[src/rtl/uart_tx_pkg.sv]
package uart_tx_pkg;
  typedef enum logic [2:0] {
    ST_IDLE,
    ST_START,
    ST_DATA,
    ST_PARITY,
    ST_STOP
  } tx_state_e;

  localparam logic [1:0] PAR_ODD  = 2'b01;
  localparam logic [1:0] PAR_EVEN = 2'b10;

  localparam int unsigned TICKS_PER_BIT = 16;

  function automatic logic [7:0] char_mask(input logic [1:0] len);
    return 8'hFF >> (2'd3 - len);
  endfunction
endpackage

[src/rtl/uart_tx_baud.sv]
module uart_tx_baud #(
  parameter int DIV_W = 16
) (
  input  logic             clk,
  input  logic             rst_n,
  input  logic [DIV_W-1:0] divisor,
  output logic             tick
);
  logic [DIV_W-1:0] cnt_q;
  logic [DIV_W-1:0] last_cnt;

  assign last_cnt = (divisor == '0) ? '0 : divisor - 1'b1;
  assign tick     = (cnt_q >= last_cnt);

  always_ff @(posedge clk) begin
    if (!rst_n)    cnt_q <= '0;
    else if (tick) cnt_q <= '0;
    else           cnt_q <= cnt_q + 1'b1;
  end

  // with a divisor above one, two ticks never fall on adjacent clocks
  p_tick_spacing_r5: assert property (@(posedge clk) disable iff (!rst_n)
    (tick && last_cnt != '0) |=> (!tick || !$stable(divisor)));
endmodule

[src/rtl/uart_tx_fifo.sv]
module uart_tx_fifo #(
  parameter int DEPTH = 16,
  parameter int W     = 8
) (
  input  logic         clk,
  input  logic         rst_n,
  input  logic         push,
  input  logic [W-1:0] wdata,
  input  logic         pop,
  output logic [W-1:0] rdata,
  output logic         full,
  output logic         empty
);
  localparam int AW = $clog2(DEPTH);
  localparam int CW = AW + 1;

  logic [W-1:0]  mem [DEPTH];
  logic [AW-1:0] wptr_q, rptr_q;
  logic [CW-1:0] count_q;
  logic          do_push, do_pop;

  assign full    = (count_q == CW'(DEPTH));
  assign empty   = (count_q == '0);
  assign rdata   = mem[rptr_q];
  assign do_push = push && !full;
  assign do_pop  = pop && !empty;

  always_ff @(posedge clk) begin
    if (do_push) mem[wptr_q] <= wdata;
  end

  always_ff @(posedge clk) begin
    if (!rst_n) begin
      wptr_q  <= '0;
      rptr_q  <= '0;
      count_q <= '0;
    end else begin
      if (do_push) wptr_q <= wptr_q + 1'b1;
      if (do_pop)  rptr_q <= rptr_q + 1'b1;
      case ({do_push, do_pop})
        2'b10:   count_q <= count_q + 1'b1;
        2'b01:   count_q <= count_q - 1'b1;
        default: count_q <= count_q;
      endcase
    end
  end

  // the frame engine only takes a byte that exists
  p_no_underflow_r1: assert property (@(posedge clk) disable iff (!rst_n)
    pop |-> !empty);
  // occupancy never passes the depth
  p_no_overflow_r1: assert property (@(posedge clk) disable iff (!rst_n)
    count_q <= CW'(DEPTH));
endmodule

[src/rtl/uart_tx_framer.sv]
module uart_tx_framer
  import uart_tx_pkg::*;
(
  input  logic       clk,
  input  logic       rst_n,
  input  logic       tick,
  input  logic       can_start,
  input  logic [7:0] fifo_data,
  input  logic [1:0] char_len,
  input  logic [1:0] parity_mode,
  input  logic       stop_long,
  output logic       pop,
  output logic       txd,
  output logic       busy
);
  tx_state_e  st_q;
  logic [4:0] tcnt_q;
  logic [7:0] sh_q;
  logic [2:0] bit_q, last_idx_q;
  logic       par_q, par_en_q, long_q;
  logic [4:0] last_tick;
  logic       bit_end, load;
  logic [7:0] masked;

  assign masked = fifo_data & char_mask(char_len);

  always_comb begin
    last_tick = 5'd15;
    if (st_q == ST_STOP && long_q)
      last_tick = (last_idx_q == 3'd4) ? 5'd23 : 5'd31;
  end

  assign bit_end = tick && (tcnt_q == last_tick);
  assign load    = tick && can_start &&
                   (st_q == ST_IDLE || (st_q == ST_STOP && bit_end));
  assign pop     = load;
  assign busy    = (st_q != ST_IDLE);

  always_comb begin
    case (st_q)
      ST_START:  txd = 1'b0;
      ST_DATA:   txd = sh_q[0];
      ST_PARITY: txd = par_q;
      default:   txd = 1'b1;
    endcase
  end

  always_ff @(posedge clk) begin
    if (!rst_n) begin
      st_q       <= ST_IDLE;
      tcnt_q     <= '0;
      sh_q       <= '0;
      bit_q      <= '0;
      last_idx_q <= '0;
      par_q      <= 1'b0;
      par_en_q   <= 1'b0;
      long_q     <= 1'b0;
    end else if (tick) begin
      if (load) begin
        st_q       <= ST_START;
        tcnt_q     <= '0;
        sh_q       <= masked;
        last_idx_q <= 3'd4 + 3'(char_len);
        par_q      <= (^masked) ^ (parity_mode == PAR_ODD);
        par_en_q   <= (parity_mode == PAR_ODD) || (parity_mode == PAR_EVEN);
        long_q     <= stop_long;
      end else if (bit_end) begin
        tcnt_q <= '0;
        case (st_q)
          ST_START: begin
            st_q  <= ST_DATA;
            bit_q <= '0;
          end
          ST_DATA: begin
            sh_q <= sh_q >> 1;
            if (bit_q == last_idx_q) st_q <= par_en_q ? ST_PARITY : ST_STOP;
            else                     bit_q <= bit_q + 1'b1;
          end
          ST_PARITY: st_q <= ST_STOP;
          default:   st_q <= ST_IDLE;
        endcase
      end else if (st_q != ST_IDLE) begin
        tcnt_q <= tcnt_q + 1'b1;
      end
    end
  end

  // without a tick nothing in the frame moves
  p_hold_between_ticks_r5: assert property (@(posedge clk) disable iff (!rst_n)
    !tick |=> ($stable(st_q) && $stable(tcnt_q)));
  // a byte is taken only at a frame boundary
  p_pop_at_boundary_r9: assert property (@(posedge clk) disable iff (!rst_n)
    pop |-> (st_q == ST_IDLE || st_q == ST_STOP));
  // every accepted byte opens with a start bit
  p_pop_starts_frame_r2: assert property (@(posedge clk) disable iff (!rst_n)
    pop |=> (st_q == ST_START && !txd));
endmodule

[src/rtl/uart_tx_fc.sv]
module uart_tx_fc
  import uart_tx_pkg::*;
#(
  parameter int FIFO_DEPTH = 16,
  parameter int DIV_W      = 16
) (
  input  logic             clk,
  input  logic             rst_n,
  input  logic             in_valid,
  output logic             in_ready,
  input  logic [7:0]       in_data,
  input  logic [DIV_W-1:0] divisor,
  input  logic [1:0]       char_len,
  input  logic [1:0]       parity_mode,
  input  logic             stop_long,
  input  logic             auto_cts_en,
  input  logic             cts_n,
  output logic             txd,
  output logic             fifo_empty,
  output logic             tx_idle
);
  logic       tick, full, pop, busy, can_start;
  logic [7:0] head;

  uart_tx_baud #(.DIV_W(DIV_W)) u_baud (
    .clk(clk), .rst_n(rst_n), .divisor(divisor), .tick(tick)
  );

  uart_tx_fifo #(.DEPTH(FIFO_DEPTH), .W(8)) u_fifo (
    .clk(clk), .rst_n(rst_n), .push(in_valid), .wdata(in_data),
    .pop(pop), .rdata(head), .full(full), .empty(fifo_empty)
  );

  assign can_start = !fifo_empty && (!auto_cts_en || !cts_n);

  uart_tx_framer u_framer (
    .clk(clk), .rst_n(rst_n), .tick(tick), .can_start(can_start),
    .fifo_data(head), .char_len(char_len), .parity_mode(parity_mode),
    .stop_long(stop_long), .pop(pop), .txd(txd), .busy(busy)
  );

  assign in_ready = !full;
  assign tx_idle  = !busy;

  // an idle line stays idle while the gate is closed
  p_cts_holds_off_r6: assert property (@(posedge clk) disable iff (!rst_n)
    (auto_cts_en && cts_n && tx_idle) |=> tx_idle);
  // the line is high whenever no frame is running
  p_idle_line_high_r2: assert property (@(posedge clk) disable iff (!rst_n)
    tx_idle |-> txd);
  // nothing leaves an empty FIFO
  p_empty_no_start_r8: assert property (@(posedge clk) disable iff (!rst_n)
    (fifo_empty && tx_idle) |=> tx_idle);
endmodule

[config.mk]
export PLATFORM = sky130hd
export DESIGN_NAME = uart_tx_fc
export DESIGN_NICKNAME = d
export VERILOG_FILES = /design/src/rtl/uart_tx_pkg.sv /design/src/rtl/uart_tx_baud.sv /design/src/rtl/uart_tx_fifo.sv /design/src/rtl/uart_tx_framer.sv /design/src/rtl/uart_tx_fc.sv
export SDC_FILE = /design/constraint.sdc
export NUM_CORES = 1
export LEC_CHECK = 0
export BUFFER_PORTS_ARGS = -buffer_cell sky130_fd_sc_hd__buf_2
export CORE_MARGIN = 2
export CORE_UTILIZATION = 40
export CTS_CLUSTER_SIZE = 14
export DETAILED_ROUTE_END_ITERATION = 8
export RECOVER_POWER = 25
export SLEW_MARGIN = 20
export SYNTH_ARGS = -nofsm -noshare
export SYNTH_HDL_FRONTEND = slang
export SYNTH_SLANG_ARGS = --single-unit
[constraint.sdc]
create_clock -name clk -period 6.85 [get_ports clk]
set_clock_uncertainty 0.15 [all_clocks]
set_input_delay 0.3425 -clock clk [delete_from_list [all_inputs] [get_ports clk]]
set_output_delay 0.3425 -clock clk [all_outputs]
set_load 0.01 [all_outputs]
### After elaboration in Yosys (flattened, before gate mapping)

Memories as Yosys holds them, arrays and structs flattened. A register that Yosys moved wholly into a read port is not among the register bits.
Cells that the tools add are included.
W data, S select, Z words.

* memories: 1
* word-level logic and storage cells: 97
* bits in writable memories: 128
* input port bits: 34
* register bits: 54

* shift operators: 1
* muxes and demuxes: 22
* add/sub/neg operators: 10
* reduce and logical (&&, ||, !) cells: 32
* equality and inequality tests: 14
* $lt $le $gt $ge: 1
* bitwise operators: 4

Memories
* u_fifo.mem: words 16, bits a word 8, rd ports 1, clocked after Yosys merged registers in 1, write ports 1, RTL line uart_tx_fifo.sv:17 `logic [W-1:0] mem [DEPTH];`

Operators with widths (count)
* $mux W8: 3
* $mux W5: 4
* $add A16 B1 Y16 const B: 1
* $ge A16 B16 Y1: 1
* $logic_not A16 Y1: 1
* $mux W16: 1
* $sub A16 B1 Y16 const B: 1
* $mux W3: 5
* $mux W4: 3
* $add A5 B1 Y5 const B: 2
* $pmux W5 S2: 1
* $pmux W3 S3: 1
* $add A4 B1 Y4 const B: 2
* $and A8 B8 Y8: 1
* $logic_and A1 B1 Y1: 8
* $reduce_bool A2 Y1: 4
* $reduce_xor A8 Y1: 1
* $shr A8 B2 Y8 const A: 1
* $eq A3 B2 Y1 const B: 2
* $eq A3 B3 Y1 const B: 2
* $pmux W3 S2: 1
* $reduce_and A3 Y1: 2
* $reduce_bool A3 Y1: 2
* $eq A5 B5 Y1: 1
* other kinds (22): 33

### Logic depth before layout (Yosys ltp)

* depth after elaboration: 11
* mapped depth: 25
* depth with buffers taken out: 22

### Cells and area by module

A second synthesis with hierarchy kept.

* cell total of the unflattened synthesis: 678
* area total of the unflattened synthesis: 8670.8 µm²

By module, submodules not included
* uart_tx_fifo: cells each 331, area each 5931.9 µm², sequential area each 4184.0 µm², instances 1
* uart_tx_baud: cells each 175, area each 1370.1 µm², sequential area each 320.3 µm², instances 1
* uart_tx_framer: cells each 169, area each 1352.5 µm², sequential area each 500.5 µm², instances 1
* uart_tx_fc: cells each 3, area each 16.3 µm², sequential area each 0.0 µm², instances 1

### Least setup slack after synthesis

No wires, ideal clock.

* path kind: input to register
* start point: input port divisor[11]
* end point: register u_fifo.count_q[4]
* cell stages on the path: 23
* setup slack: 1.906 ns
* arrival time: 4.723 ns
* path through: or4_1 > nor2b_1 > nand4_1 > and2_1 > ha_1 > and3_1 > o21ai_0 > a31o_2 > a211o_1 > nand2_1 > nand2_1 > inv_1 > buf_2 > buf_2 > ha_1 > clkbuf_1 > xor2_1 > ha_1 > nand2_1 > o21bai_1 > a221oi_1 > a21boi_1 > mux2i_1

* word-level cells in the longest chain between the ends: 10

RTL lines
* start, declared: RTL line uart_tx_fc.sv:12 `input logic [DIV_W-1:0] divisor,`
* $sub A16 B1 Y16 / $logic_not A16 Y1 (equally long branches): RTL line uart_tx_baud.sv:12 `assign last_cnt = (divisor == '0) ? '0 : divisor - 1'b1;`
* $mux W16 *: RTL line uart_tx_baud.sv:12
* $ge A16 B16 Y1 *: RTL line uart_tx_baud.sv:13 `assign tick = (cnt_q >= last_cnt);`
* $logic_and A1 B1 Y1: RTL line uart_tx_framer.sv:33 `assign bit_end = tick && (tcnt_q == last_tick);`
* $logic_and A1 B1 Y1: RTL line uart_tx_framer.sv:35 `(st_q == ST_IDLE || (st_q == ST_STOP && bit_end));`
* $logic_or A1 B1 Y1: RTL line uart_tx_framer.sv:35
* $logic_and A1 B1 Y1 *: RTL line uart_tx_framer.sv:34 `assign load = tick && can_start &&`
* $logic_and A1 B1 Y1 *: RTL line uart_tx_fifo.sv:26 `assign do_pop = pop && !empty;`
* named net u_fifo.do_pop: RTL line uart_tx_fifo.sv:20 `logic do_push, do_pop;`
* $eq A2 B1 Y1 / $eq A2 B2 Y1 (equally long branches): RTL line uart_tx_fifo.sv:40 `case ({do_push, do_pop})`
* $pmux W5 S2 / $reduce_bool A2 Y1 (equally long branches)
* end signal, assigned: RTL line uart_tx_fifo.sv:41 `2'b10: count_q <= count_q + 1'b1;`
* end signal, assigned: RTL line uart_tx_fifo.sv:42 `2'b01: count_q <= count_q - 1'b1;`
* end signal, assigned: RTL line uart_tx_fifo.sv:43 `default: count_q <= count_q;`
* end, declared: RTL line uart_tx_fifo.sv:19 `logic [CW-1:0] count_q;`

The timed path passes the listed nets; every way through them passes the cells marked *.
A chain may end at the register's enable or synchronous reset.

### Worst setup path after layout

* start point: input port divisor[9]
* end point: register u_fifo.count_q[4]

* word-level cells in the longest chain between the ends: 10

RTL lines (RTL line)
* $sub A16 B1 Y16 / $logic_not A16 Y1 (equally long branches): uart_tx_baud.sv:12
* $mux W16 *: uart_tx_baud.sv:12
* $ge A16 B16 Y1 *: uart_tx_baud.sv:13
* $logic_and A1 B1 Y1: uart_tx_framer.sv:33
* $logic_and A1 B1 Y1: uart_tx_framer.sv:35
* $logic_or A1 B1 Y1: uart_tx_framer.sv:35
* $logic_and A1 B1 Y1 *: uart_tx_framer.sv:34
* $logic_and A1 B1 Y1 *: uart_tx_fifo.sv:26
* $eq A2 B1 Y1 / $eq A2 B2 Y1 (equally long branches): uart_tx_fifo.sv:40
* $pmux W5 S2 / $reduce_bool A2 Y1 (equally long branches)

Every way passes the cells marked *; elsewhere a longest branch is shown, timed or not.

==> qor.csv <==
stage;metric;value;unit
run_status;status;finished clean;
power;switching power total;506.3;uW
final_layout;finished layout cell area;9522;um2
clock_tree;clock slew seen by the registers of the worst setup and hold paths;0.07;ns
final_layout;fraction of final layout cells with drive strength greater than 1;0.1435;
power;power per standard cell area;242.5;nW/um2
yosys;Syn. warnings;0;
route;total wire length after detailed routing;16.68;mm
yosys;post-synthesis instance area;8506;um2
timing;Final setup violation count;0;
placement;number of buffers inserted by port buffering;37;
global_route;initial antenna violation count;0;
timing;setup TNS;0;ns
timing;Slew headroom;0.3190;
timing;Final min period;5.275;ns
yosys;most used standard cell by instance count after synthesis;edfxtp_1;
die;number of I/O pins;38;
route;# DRC;0;
power;internal power of the cells;1803;uW
clock_tree;clock sink count;186;
timing;number of max-slew violations in the final report;0;
yosys;top cells by instance count after synthesis;128 x edfxtp_1, 66 x nor2_1, 63 x nand2_1, 58 x dfxtp_1;
final_layout;total inserted antenna cells;0;
final_layout;synthesis-to-layout area growth;11.94;%
power;peak supply drop;0.2093;mV
yosys;prevailing post-synth register cell;edfxtp_1;
setup_path;Req. time, crit path;7.05;ns
placement;detailed-placement wirelength estimate;11.40;mm
power;share of total power in sequential cells;0.529;
clock_tree;worst-skew pair later-pin latency;0.43;ns
setup_path;worst endpoint data arrival time;5.47;ns
power;clock share of power;0.422;
clock_tree;Post-CTS Resized;0;
clock_tree;number of buffers created by CTS;17;
placement;Placer Congestion;0.8275;
clock_tree;CTS tree;done;
power;switching share of power;0.2192;
global_route;global-route wire length before repair;26.78;mm
clock_tree;setup fix buffers added after clock tree synthesis;0;
global_route;number of global-route vias before repair;5252;
placement;area of placed instances;8939;um2
die;Std-Cell Core Area;20960;um2
yosys;distinct cell type count after synthesis;55;
yosys;area share of the leading cell type in the synthesized netlist;0.4519;
die;starting density of the core;0.4059;
yosys;post-synthesis cell type with the largest combined area;edfxtp_1;
clock_tree;clock tree root buffer cell;clkbuf_16;
power;total leakage power;0.003374;uW
clock_tree;hold buffer count at cts;0;
route;count of antenna-violating nets left after detailed routing;0;
global_route;maximum number of pins on one net before global-route repair;33;
timing;maximum operating frequency;189.6;MHz
final_layout;fillers;1899;
yosys;post-synthesis cell count;653;
die;FP Rows;53;
yosys;synthesis-stage register bit count;186;
yosys;fraction of synthesis flops using an asynchronous set or reset pin;0;
job;number of maximum-capacitance constraint violations;0;
setup_path;Setup Crit Path Kind;in2reg;
timing;portion of the clock cycle consumed by the worst path in the final layout;0.7701;
route;average vias per placed instance;5.347;
setup_path;type of destination of the critical path;flop;
clock_tree;CTS H-Tree Depth;4;
final_layout;# nets final;749;
setup_path;peak fanout along the critical path;19;
die;DIE AREA;22450;um2
route;iteration-0 DRC count of the detailed router;260;
route;routed length per instance;17.16;um
die;die width;149.8;um
clock_tree;buffers from clock root to sink, at most;2;
timing;final number of hold-violating endpoints;0;
global_route;overall routing resource usage;0.1553;
timing;Tightest Pin Transition;1.018;ns
yosys;mean post-synth cell area;13.03;um2
setup_path;reg-to-reg setup timing slack;2.58;ns
global_route;remaining global-route overflow;0;
route;Vias;5197;
timing;RSZ-0062 raised after global routing;no;
die;DIE HEIGHT;149.8;um
route;router iterations before antenna repair;5;
yosys;Post-Synthesis Net Count;717;
yosys;register area share after synthesis;0.5884;
yosys;top cells by area in the synthesized netlist;edfxtp_1 45%, dfxtp_1 14%, mux4_2 7.1%;
setup_path;startpoint type of the worst setup path;primary input;
min_path;type of the tightest min-delay check;in2reg;
power;Logic pwr share;0.049;
yosys;number of enable-type register cells in the synthesized netlist;128;
==> cells in the final DEF, fill, tap and decap left out, types with 12 or more instances in the layout <==
cell	Yosys	final
o21ai_0	12	12
nand2_1	63	63
xnor2_1	21	21
mux2i_1	13	13
buf_2	3	31
edfxtp_1	128	128
xor2_1	30	30
a21oi_1	24	24
clkbuf_16	0	17
mux4_2	27	27
nor3_1	14	14
ha_1	30	30
inv_1	13	13
dfxtp_1	58	56
nor2_1	66	66
nand3_1	16	16
==> stage by stage <==
stage / setup WS, ns / utilization / instances / power, uW / hold WS [ns]
detailed placement: 1.196 / 0.4266 / 941 / 1360 / 0.3232
floorplan: 1.906 / - / 653 / 1314 / 0.2910
global route: 1.075 / 0.4544 / 972 / 2381 / 0.03200
global placement: 1.444 / 0.4266 / 941 / 1355 / 0.3062
CTS: 1.620 / 0.4547 / 972 / 2329 / 0.01733
finish: 1.575 / 0.4544 / 972 / 2309 / 0.03559
==> power groups by stage <==
stage / clock (uW) / sequential, uW / combinational [uW]
after floorplan: 0 / 1240 / 71.6
after global placement: 0 / 1240 / 110
after detailed placement: 0 / 1250 / 114
after CTS: 993 / 1220 / 115
after global routing: 1030 / 1220 / 128
final: 974 / 1220 / 114
==> worst paths after layout <==
check                         start           endpoint  depth (start not counted)
setup reg to reg  u_fifo.count_q[2]  u_fifo.count_q[4]                         14
hold / removal            stop_long    u_framer.long_q                          3
hold reg to reg    u_framer.sh_q[7]   u_framer.sh_q[7]                          2
setup / recovery         divisor[9]  u_fifo.count_q[4]                         20
==> sequential cells by signal (all words and copies together) (netlist names), 3 cells and up, named ones only <==
| signal | flops |
|---|---|
| u_framer.sh_q | 8 |
| u_framer.tcnt_q | 5 |
| u_framer.bit_q | 3 |
| u_fifo.mem | 128 |
| u_framer.st_q | 3 |
| u_fifo.wptr_q | 4 |
| u_fifo.count_q | 5 |
| u_fifo.rptr_q | 4 |
| u_baud.cnt_q | 16 |
| u_framer.last_idx_q | 3 |
==> area by class of cell <==
cell class	instances	area (um2)	area share
Tap cell	275	344.1	0.03614
Sequential cell	186	5007	0.5259
Clock inverter	14	165.2	0.01735
Multi-Input combinational cell	424	3308	0.3474
Clock buffer	17	425.4	0.04468
Timing Repair Buffer	43	222.7	0.02339
Inverter	13	48.80	0.005125
==> routing by layer <==
layer / GRT usage / up-vias / wire, um
met5: 0 / - / 0
met4: 0.03868 / 0 / 201
met3: 0.03323 / 15 / 516
met2: 0.2726 / 80 / 8507
met1: 0.1960 / 2595 / 7452
li1: - / 2507 / -
==> logic make-up after synthesis <==
group	after synthesis	synth area share
muxes	49	0.1128
DFF	186	0.5884
AOI/OAI and AO/OA	76	0.05752
adders and majority gates	30	0.04413
and+or+nand+nor	218	0.1220
buffers and inverters	43	0.02265
xor gates and xnor gates	51	0.05252
==> worst max-delay path, cell delays in order <==
cell and delay, ns:
buf_2 0.12, or4_1 0.58, nor2b_1 0.13, nand4_1 0.44
and2_1 0.36, ha_1 0.26, and3_1 0.14, o21ai_0 0.07
a31o_2 0.24, a211o_1 0.29, nand2_1 0.15, nand2_1 0.39
inv_1 0.20, ha_1 0.45, ha_1 0.39, nand2_1 0.10
nor3_1 0.05, a221oi_1 0.30, a21boi_1 0.24, mux2i_1 0.21
No activity file was read; power rests on OpenSTA's default activity.
